File: src/rtl/bus_recovery_pkg.sv
package bus_recovery_pkg;

  typedef enum logic [2:0] {
    ST_IDLE,
    ST_CLEAR,
    ST_SAMPLE,
    ST_LOW,
    ST_HIGH
  } recState_t;

  // Strobes from the sequencer to the datapath, one cycle each.
  typedef struct packed {
    logic runStart;    // clear result flags and attempt counter
    logic phaseLoad;   // restart the per-phase tick counter
    logic attemptInc;  // one clock pulse completed
    logic sclPull;     // begin the clock-low phase
    logic sclRelease;  // end the clock-low phase
    logic markDone;    // bus read free
    logic markFail;    // attempts exhausted
  } recStrobes_t;

endpackage

File: src/rtl/bus_recovery_dp.sv
module bus_recovery_dp
  import bus_recovery_pkg::*;
#(
  parameter int MAX_ATTEMPTS = 100,
  parameter int TICK_W       = 8
) (
  input  logic              clk,
  input  logic              rstN,
  input  recStrobes_t       strb,
  input  logic              tickIn,
  input  logic [TICK_W-1:0] phaseTicks,
  input  logic              sdaIn,
  input  logic              sclIn,
  output logic              busFree,
  output logic              phaseDone,
  output logic              attemptsSpent,
  output logic              sclLow,
  output logic              doneQ,
  output logic              failQ
);

  localparam int ATT_W = $clog2(MAX_ATTEMPTS + 1);

  logic [TICK_W-1:0] phaseCnt;
  logic [TICK_W-1:0] effTicks;
  logic [ATT_W-1:0]  attemptCnt;

  assign busFree  = sdaIn & sclIn;
  assign effTicks = (phaseTicks == '0) ? TICK_W'(1) : phaseTicks;

  // The phase ends on the tick that brings the count up to effTicks.
  assign phaseDone = tickIn &&
    (({1'b0, phaseCnt} + (TICK_W+1)'(1)) >= {1'b0, effTicks});

  assign attemptsSpent = (attemptCnt == ATT_W'(MAX_ATTEMPTS));

  always_ff @(posedge clk) begin
    if (!rstN) begin
      phaseCnt <= '0;
    end else if (strb.phaseLoad) begin
      phaseCnt <= '0;
    end else if (tickIn) begin
      phaseCnt <= phaseCnt + TICK_W'(1);
    end
  end

  always_ff @(posedge clk) begin
    if (!rstN) begin
      attemptCnt <= '0;
    end else if (strb.runStart) begin
      attemptCnt <= '0;
    end else if (strb.attemptInc) begin
      attemptCnt <= attemptCnt + ATT_W'(1);
    end
  end

  always_ff @(posedge clk) begin
    if (!rstN) begin
      sclLow <= 1'b0;
    end else if (strb.runStart || strb.sclRelease) begin
      sclLow <= 1'b0;
    end else if (strb.sclPull) begin
      sclLow <= 1'b1;
    end
  end

  always_ff @(posedge clk) begin
    if (!rstN) begin
      doneQ <= 1'b0;
      failQ <= 1'b0;
    end else if (strb.runStart) begin
      doneQ <= 1'b0;
      failQ <= 1'b0;
    end else begin
      if (strb.markDone) doneQ <= 1'b1;
      if (strb.markFail) failQ <= 1'b1;
    end
  end

endmodule

File: src/rtl/bus_recovery_ctrl.sv
module bus_recovery_ctrl
  import bus_recovery_pkg::*;
(
  input  logic        clk,
  input  logic        rstN,
  input  logic        startReq,
  input  logic        busFree,
  input  logic        phaseDone,
  input  logic        attemptsSpent,
  output recStrobes_t strb,
  output logic        flagClear,
  output logic        engineReset
);

  recState_t state, stateNext;

  always_ff @(posedge clk) begin
    if (!rstN) state <= ST_IDLE;
    else       state <= stateNext;
  end

  always_comb begin
    stateNext = state;
    strb      = '0;
    unique case (state)
      ST_IDLE: begin
        if (startReq) begin
          strb.runStart = 1'b1;
          stateNext     = ST_CLEAR;
        end
      end
      ST_CLEAR: begin
        stateNext = ST_SAMPLE;
      end
      ST_SAMPLE: begin
        if (busFree) begin
          strb.markDone = 1'b1;
          stateNext     = ST_IDLE;
        end else if (attemptsSpent) begin
          strb.markFail = 1'b1;
          stateNext     = ST_IDLE;
        end else begin
          strb.sclPull   = 1'b1;
          strb.phaseLoad = 1'b1;
          stateNext      = ST_LOW;
        end
      end
      ST_LOW: begin
        if (phaseDone) begin
          strb.sclRelease = 1'b1;
          strb.phaseLoad  = 1'b1;
          stateNext       = ST_HIGH;
        end
      end
      ST_HIGH: begin
        if (phaseDone) begin
          strb.attemptInc = 1'b1;
          stateNext       = ST_SAMPLE;
        end
      end
      default: stateNext = ST_IDLE;
    endcase
  end

  assign flagClear   = (state == ST_CLEAR);
  assign engineReset = (state != ST_IDLE);

endmodule

File: src/rtl/bus_recovery_seq.sv
module bus_recovery_seq
  import bus_recovery_pkg::*;
#(
  parameter int MAX_ATTEMPTS = 100,
  parameter int TICK_W       = 8
) (
  input  logic              clk,
  input  logic              rstN,
  input  logic              startReq,
  input  logic              tickIn,
  input  logic [TICK_W-1:0] phaseTicks,
  input  logic              sdaIn,
  input  logic              sclIn,
  output logic              sdaDriveLow,
  output logic              sclDriveLow,
  output logic              flagClear,
  output logic              engineReset,
  output logic              done,
  output logic              fail
);

  recStrobes_t strb;
  logic busFree, phaseDone, attemptsSpent;

  bus_recovery_ctrl u_ctrl (
    .clk          (clk),
    .rstN         (rstN),
    .startReq     (startReq),
    .busFree      (busFree),
    .phaseDone    (phaseDone),
    .attemptsSpent(attemptsSpent),
    .strb         (strb),
    .flagClear    (flagClear),
    .engineReset  (engineReset)
  );

  bus_recovery_dp #(
    .MAX_ATTEMPTS(MAX_ATTEMPTS),
    .TICK_W      (TICK_W)
  ) u_dp (
    .clk          (clk),
    .rstN         (rstN),
    .strb         (strb),
    .tickIn       (tickIn),
    .phaseTicks   (phaseTicks),
    .sdaIn        (sdaIn),
    .sclIn        (sclIn),
    .busFree      (busFree),
    .phaseDone    (phaseDone),
    .attemptsSpent(attemptsSpent),
    .sclLow       (sclDriveLow),
    .doneQ        (done),
    .failQ        (fail)
  );

  // Data line is only ever released; a low here would fake a start condition.
  assign sdaDriveLow = 1'b0;

endmodule

File: config.mk
export PLATFORM = sky130hd
export DESIGN_NAME = bus_recovery_seq
export DESIGN_NICKNAME = d
export VERILOG_FILES = /design/src/rtl/bus_recovery_pkg.sv /design/src/rtl/bus_recovery_dp.sv /design/src/rtl/bus_recovery_ctrl.sv /design/src/rtl/bus_recovery_seq.sv
export SDC_FILE = /design/constraint.sdc
export NUM_CORES = 1
export LEC_CHECK = 0
export ABC_AREA = 1
export BUFFER_PORTS_ARGS = -buffer_cell sky130_fd_sc_hd__buf_2
export CORE_MARGIN = 3
export CORE_UTILIZATION = 43
export CTS_CLUSTER_DIAMETER = 50
export DETAILED_ROUTE_END_ITERATION = 16
export PLACE_DENSITY = 0.64
export RECOVER_POWER = 100
export REMOVE_ABC_BUFFERS = 1
export SYNTH_ARGS = -nofsm -noshare
export SYNTH_HDL_FRONTEND = slang
export SYNTH_HIERARCHICAL = 1
export SYNTH_SLANG_ARGS = --single-unit
File: constraint.sdc
create_clock -name clk -period 8 [get_ports clk]
set_clock_uncertainty 0.15 [all_clocks]
set_input_delay 1.6 -clock clk [delete_from_list [all_inputs] [get_ports clk]]
set_output_delay 1.6 -clock clk [all_outputs]
set_load 0.1 [all_outputs]
==> results of run 1 <==
## power by group
part	internal, uW	switching [uW]	total, uW
Clock	18.7	33.0	51.6
Sequential	118	14.5	133
Combinational	43.4	134	177
## worst max-delay path: stages
cell and delay (ps):
buf_2 70, inv_1 40, nand4_1 90, o21bai_1 70, ha_1 280, inv_1 30, nand2_1 40, nand2_1 50
nand3_1 60, nand2_1 50, nand2_1 50, nand2_1 40, a21oi_1 270, inv_1 160, nor2_1 230, nand2_1 100
nor3_1 280, nand2_1 110, nor3_1 150, nor3_1 70
## cell usage after synthesis, types with 2 or more instances
cell type	n
inv_1	42
nand2_1	38
nor2_1	29
dfxtp_1	21
a21oi_1	12
ha_1	11
nand3_1	7
o21ai_0	7
nor3_1	6
xor2_1	4
nand3_2	3
nor2_2	3
a31oi_1	2
buf_4	2
inv_2	2
nand2_2	2
nand4_1	2
nor2_4	2
## sequential cells by signal (all words and copies together) (netlist names)
register / flops
u_dp/phaseCnt: 8
u_dp/doneQ: 1
u_ctrl/state: 3
u_dp/failQ: 1
u_dp/sclLow: 1
u_dp/attemptCnt: 7
## routing by layer
layer / part of all wire, % / vias to the layer above / wire, um / GRT usage, %
li1: - / 669 / - / -
met2: 41 / 21 / 1020 / 20.5
met1: 53 / 503 / 1320 / 17.4
met4: 1.2 / 0 / 31 / 4.13
met5: 0 / - / 0 / 0
met3: 4.7 / 4 / 116 / 3.78
## layout make-up
class	instances	share of cell area, %
clock buffers	3	1.48
clock inverters	1	0.329
inverters	45	11.2
multi-input cells	137	50.4
flip-flops and latches	21	27.7
well taps	42	3.46
repair buffers	18	5.51
## metrics by stage
stage | instance area, um^2 | setup slack (ps) | instances | utilization [%]
final | 1520 | 4220 | 267 | 52.4
after global placement | 1500 | 4000 | 263 | 51.7
after floorplan | 1360 | 4240 | 203 | -
after detailed placement | 1500 | 3880 | 263 | 51.7
after global routing | 1520 | 3860 | 267 | 52.4
after CTS | 1530 | 4230 | 267 | 52.6
## worst max path at each step
stage | start | end | slack (ps) | depth (start not counted)
finish | phaseTicks[3] | u_dp/attemptCnt[5] | 4220 | 20
global route | phaseTicks[4] | u_dp/attemptCnt[5] | 3860 | 20
CTS | phaseTicks[3] | u_dp/attemptCnt[5] | 4230 | 20
detailed placement | phaseTicks[3] | u_dp/attemptCnt[5] | 3880 | 20
global placement | phaseTicks[3] | u_dp/attemptCnt[5] | 4000 | 20
floorplan | phaseTicks[3] | u_dp/attemptCnt[5] | 4240 | 19
## kinds of logic after synthesis
| group | after synthesis | synth area share, % |
|---|---|---|
| and+or+nand+nor | 93 | 30.7 |
| xor gates and xnor gates | 6 | 4.38 |
| adders and majority gates | 11 | 10.0 |
| buffers and inverters | 47 | 13.5 |
| DFF | 21 | 30.7 |
| other | 1 | 0.273 |
| AOI/OAI and AO/OA | 26 | 10.5 |
==> flow_metrics.env, run 1 <==
export IMPL_status="finished, final reports clean"
export IMPL_ys_types=28
export IMPL_wirelength_mm=2.49
export IMPL_power_leakage_uw=0.000774
export IMPL_multiInputGateArea_um2=766
export IMPL_regArea_um2=420
export IMPL_via_per_inst=4.48
export IMPL_hold_depth=2
export IMPL_clock_latency_ps=310
export IMPL_critical_path_max_fanout=5
export IMPL_yosysTopAreaCellShare_pct=30.7
export IMPL_fp_dieW_um=62.5
export IMPL_hold_start="u_dp/doneQ"
export IMPL_clkSlewWorstSetupHoldPaths_ps=120
export IMPL_worstRegToRegCells=19
export IMPL_portBuffers=18
export IMPL_dr_pass1_iters=4
export IMPL_grt_pass1_vias=1072
export IMPL_ios=20
export IMPL_power_density_nw_per_um2=238
export IMPL_dpl_hpwl_mm=2.01
export IMPL_worst_slew_pin_slew_ps=1170
export IMPL_synth_main_ff_cell="dfxtp_1"
export IMPL_n_fill_cell=325
export IMPL_synthArstFlopShare_pct=0
export IMPL_timing_final_crit_share_pct=47.2
export IMPL_cts_root_buf="clkbuf_4"
export IMPL_cp_end_kind="flip-flop"
export IMPL_fin_crit_ps=3780
export IMPL_grt_pass1_wl_mm=4.28
export IMPL_fin_nets=251
export IMPL_dieArea_um2=3900
export IMPL_mostFrequentLayoutCell="inv_1"
export IMPL_synth_largest_area_cell="dfxtp_1"
export IMPL_rsz0062_at_grt="no"
export IMPL_cts_tree="built"
export IMPL_layout_common_cells="inv_1, nand2_1, nor2_1, dfxtp_1, buf_2"
export IMPL_worst_setup_path_start_kind="input pin"
export IMPL_grt_max_degree=13
export IMPL_holdPathEnd="u_dp/doneQ"
export IMPL_overflow=0
export IMPL_hold_violations=0
export IMPL_hold_buffers=0
export IMPL_gp_congestion=0.757
export IMPL_ant_nets=0
export IMPL_cts_sinks=21
export IMPL_hold_ws_ps=348
export IMPL_vdd_drop_max_mv=0.0928
export IMPL_cts_resized_gates=0
export IMPL_dieHeight_um=62.5
export IMPL_crit_type="in -> reg"
export IMPL_post_cts_buffers=0
export IMPL_r2r_slack_ps=4710
export IMPL_wl_per_cell_um=9.32
export IMPL_grt_antenna_before_repair=0
export IMPL_syn_area_um2=1370
export IMPL_synthCells=205
export IMPL_power_total_uw=361
export IMPL_r2r_end="u_dp/attemptCnt[5]"
export IMPL_cp_arrival_ps=3840
export IMPL_clock_path_buffers=2
export IMPL_htree_levels=1
export IMPL_crit_required_ps=8060
export IMPL_cap_violations=0
export IMPL_drc_errors=0
export IMPL_synth_edf_count=0
export IMPL_routed_via_count=1197
export IMPL_area_growth_pct=10.9
export IMPL_core_um2=2900
export IMPL_seq_area_frac_synth_pct=30.7
export IMPL_gr_usage_all_layers_pct=13.1
export IMPL_rows=19
export IMPL_synth_seq_cells=21
export IMPL_syn_area_per_cell_um2=6.69
export IMPL_drt_iter0_markers=54
export IMPL_fmax_mhz=265
export IMPL_antenna_cells=0
export IMPL_drv_slew=0
export IMPL_hp_class="reg -> reg"
export IMPL_slew_headroom_pct=22.3
export IMPL_setup_violations_final=0
export IMPL_final_setup_tns_ps=0
export IMPL_synth_area_top_cells="dfxtp_1, inv_1, nand2_1, ha_1, nor2_1"
export IMPL_worstReg2RegStart="u_dp/phaseCnt[0]"
export IMPL_cts_buffers=3
export IMPL_start_util_pct=47.3
export IMPL_layout_drive_gt1_share_pct=14.2
export IMPL_ys_warnings_count=6
Note: power is estimated with default switching activity, not from simulation.
==> inputs of run 2 (changes only) <==
- PLACE_DENSITY: 0.64 -> 0.66
- clock period: 8 -> 3.4 ns (I/O delays scaled with it)
==> run 2 against run 1 <==
Against the previous run:
- hold slack barely moved
- final area rose by 1.1%
- sequential share of layout area fell by 0.21 points
- utilization rose by 0.56 points
- total power rose by 130%
==> flow_metrics.env, run 2 (synthesis results as in run 1) <==
export IMPL_status="finished, final reports clean"
export IMPL_overflow=0
export IMPL_worst_setup_path_start_kind="flip-flop"
export IMPL_clock_latency_ps=300
export IMPL_cts_tree="built"
export IMPL_worstRegToRegCells=19
export IMPL_cts_root_buf="clkbuf_4"
export IMPL_mostFrequentLayoutCell="inv_1"
export IMPL_worst_slew_pin_slew_ps=1170
export IMPL_portBuffers=18
export IMPL_placed_cell_area_um2=1510
export IMPL_slew_headroom_pct=22.5
export IMPL_layout_common_cells="inv_1, nand2_1, nor2_1, dfxtp_1, buf_2"
export IMPL_regArea_um2=422
export IMPL_power_leakage_uw=0.000779
export IMPL_worstReg2RegStart="u_dp/phaseCnt[0]"
export IMPL_area_growth_pct=12.0
export IMPL_max_stage_delay_ps=390
export IMPL_dieHeight_um=62.5
export IMPL_grt_antenna_before_repair=0
export IMPL_final_setup_tns_ps=0
export IMPL_clock_path_buffers=2
export IMPL_gr_usage_all_layers_pct=13.5
export IMPL_grt_pass1_vias=1126
export IMPL_htree_levels=1
export IMPL_cts_sinks=21
export IMPL_cts_buffers=3
export IMPL_dieArea_um2=3900
export IMPL_pre_cts_slack_ps=226
export IMPL_dr_pass1_iters=4
export IMPL_via_per_inst=4.37
export IMPL_start_util_pct=47.3
export IMPL_drc_errors=0
export IMPL_core_um2=2900
export IMPL_hp_class="reg -> reg"
export IMPL_top_regs="u_dp/phaseCnt x8, u_dp/attemptCnt x7, u_ctrl/state x3"
export IMPL_top_register="u_dp/phaseCnt"
export IMPL_crit_chain="ha_1, nand3_2, xor2_1, ha_1, nand2_1, nor2_1, nand2_1, nand3_1, nand2_1, nand2_1, nand2_1, a21oi_1, inv_1, nor2_2, nand3_1, nor2_1, nand2_1, nor3b_1, nor3_1"
export IMPL_cp_end_kind="flip-flop"
export IMPL_grt_busiest_layer="met2"
export IMPL_r2r_end="u_dp/attemptCnt[6]"
export IMPL_critPathLaunch="u_dp/phaseCnt[0]"
export IMPL_fin_nets=252
export IMPL_crit_type="reg -> reg"
export IMPL_critical_path_max_fanout=5
export IMPL_wirelength_mm=2.39
export IMPL_clkSlewWorstSetupHoldPaths_ps=120
export IMPL_crit_top_cell="nand2_1"
export IMPL_grt_max_degree=13
export IMPL_vdd_drop_max_mv=0.180
export IMPL_crit_slowest_cell="dfxtp_2"
export IMPL_cap_violations=0
export IMPL_crit_end="u_dp/attemptCnt[6]"
export IMPL_wl_per_cell_um=8.91
export IMPL_dpl_hpwl_mm=1.96
export IMPL_crit_required_ps=3450
export IMPL_dp_cells=264
export IMPL_power_density_nw_per_um2=552
export IMPL_grt_pass1_wl_mm=4.42
export IMPL_rsz0062_at_grt="no"
export IMPL_hold_buffers=0
export IMPL_layout_drive_gt1_share_pct=15.5
export IMPL_timing_final_crit_share_pct=87.0
export IMPL_hold_ws_ps=348
export IMPL_antenna_cells=0
export IMPL_largest_register_ffs=8
export IMPL_gp_congestion=0.867
export IMPL_grt_util_met1_pct=16.6
export IMPL_instances_no_fill=268
export IMPL_fmax_mhz=338
export IMPL_ant_nets=0
export IMPL_ios=20
export IMPL_multiInputGateArea_um2=773
export IMPL_layout_setup_ws_ps=443
export IMPL_fp_dieW_um=62.5
export IMPL_drv_slew=0
export IMPL_r2r_slack_ps=440
export IMPL_cp_arrival_ps=3010
export IMPL_rows=19
export IMPL_drt_iter0_markers=44
export IMPL_fin_crit_ps=2960
export IMPL_hold_violations=0
export IMPL_use_met2_pct=23.2
export IMPL_design_area_um2=1540
export IMPL_routed_via_count=1171
export IMPL_n_fill_cell=312
export IMPL_grt_use_met3_pct=2.52
export IMPL_setup_violations_final=0
-- run 2: worst max-delay path, delay by kind of cell, from the launching register on --
family                     cells  cell delay [ps]
buffers and inverters          1              120
AOI/OAI and AO/OA              1              160
xor gates and xnor gates       1              180
DFF                            1              390
and+or+nand+nor               14             1350
adders and majority gates      2              520
-- run 2: worst min-delay path by stage --
stage,startpoint,endpoint,slack (ps),cells after the start
detailed placement,u_dp/doneQ,u_dp/doneQ,330,2
global route,u_dp/doneQ,u_dp/doneQ,380,2
finish,u_dp/doneQ,u_dp/doneQ,350,2
global placement,u_dp/doneQ,u_dp/doneQ,320,2
CTS,u_dp/doneQ,u_dp/doneQ,350,2
floorplan,u_dp/attemptCnt[0],u_dp/attemptCnt[0],320,2
-- run 2: per-stage QoR --
| step | power [uW] | util, % |
|---|---|---|
| finish | 847 | 53.0 |
| global route | 929 | 53.0 |
| CTS | 862 | 52.9 |
| detailed placement | 743 | 51.9 |
| global placement | 743 | 51.9 |
| floorplan | 670 | - |
-- run 2: layout make-up --
class	count	area share [%]
flip-flops and latches	21	27.4
clock inverters	1	0.326
repair buffers	19	5.94
multi-input cells	137	50.3
inverters	45	11.1
clock buffers	3	1.47
well taps	42	3.42
-- run 2: what timing repair did --
item                                    4_1_cts  5_1_grt
setup buffers                                 0        0
gates resized for setup                       0        3
endpoints found under the setup margin        0        3
-- run 2: routing by layer --
layer	share of wire (%)	routed length (um)
met1	50	1190
met2	46	1100
met3	4.0	95
met4	0	0
met5	0	0
-- run 2: power by group --
| part | internal (uW) | switching (uW) | leakage (uW) | total (uW) |
|---|---|---|---|---|
| sequential | 278 | 33.4 | 0.000171 | 312 |
| clock | 43.7 | 73.7 | 0.0000177 | 117 |
| combinational | 103 | 315 | 0.000590 | 418 |
| total | 425 | 422 | 0.000779 | 847 |
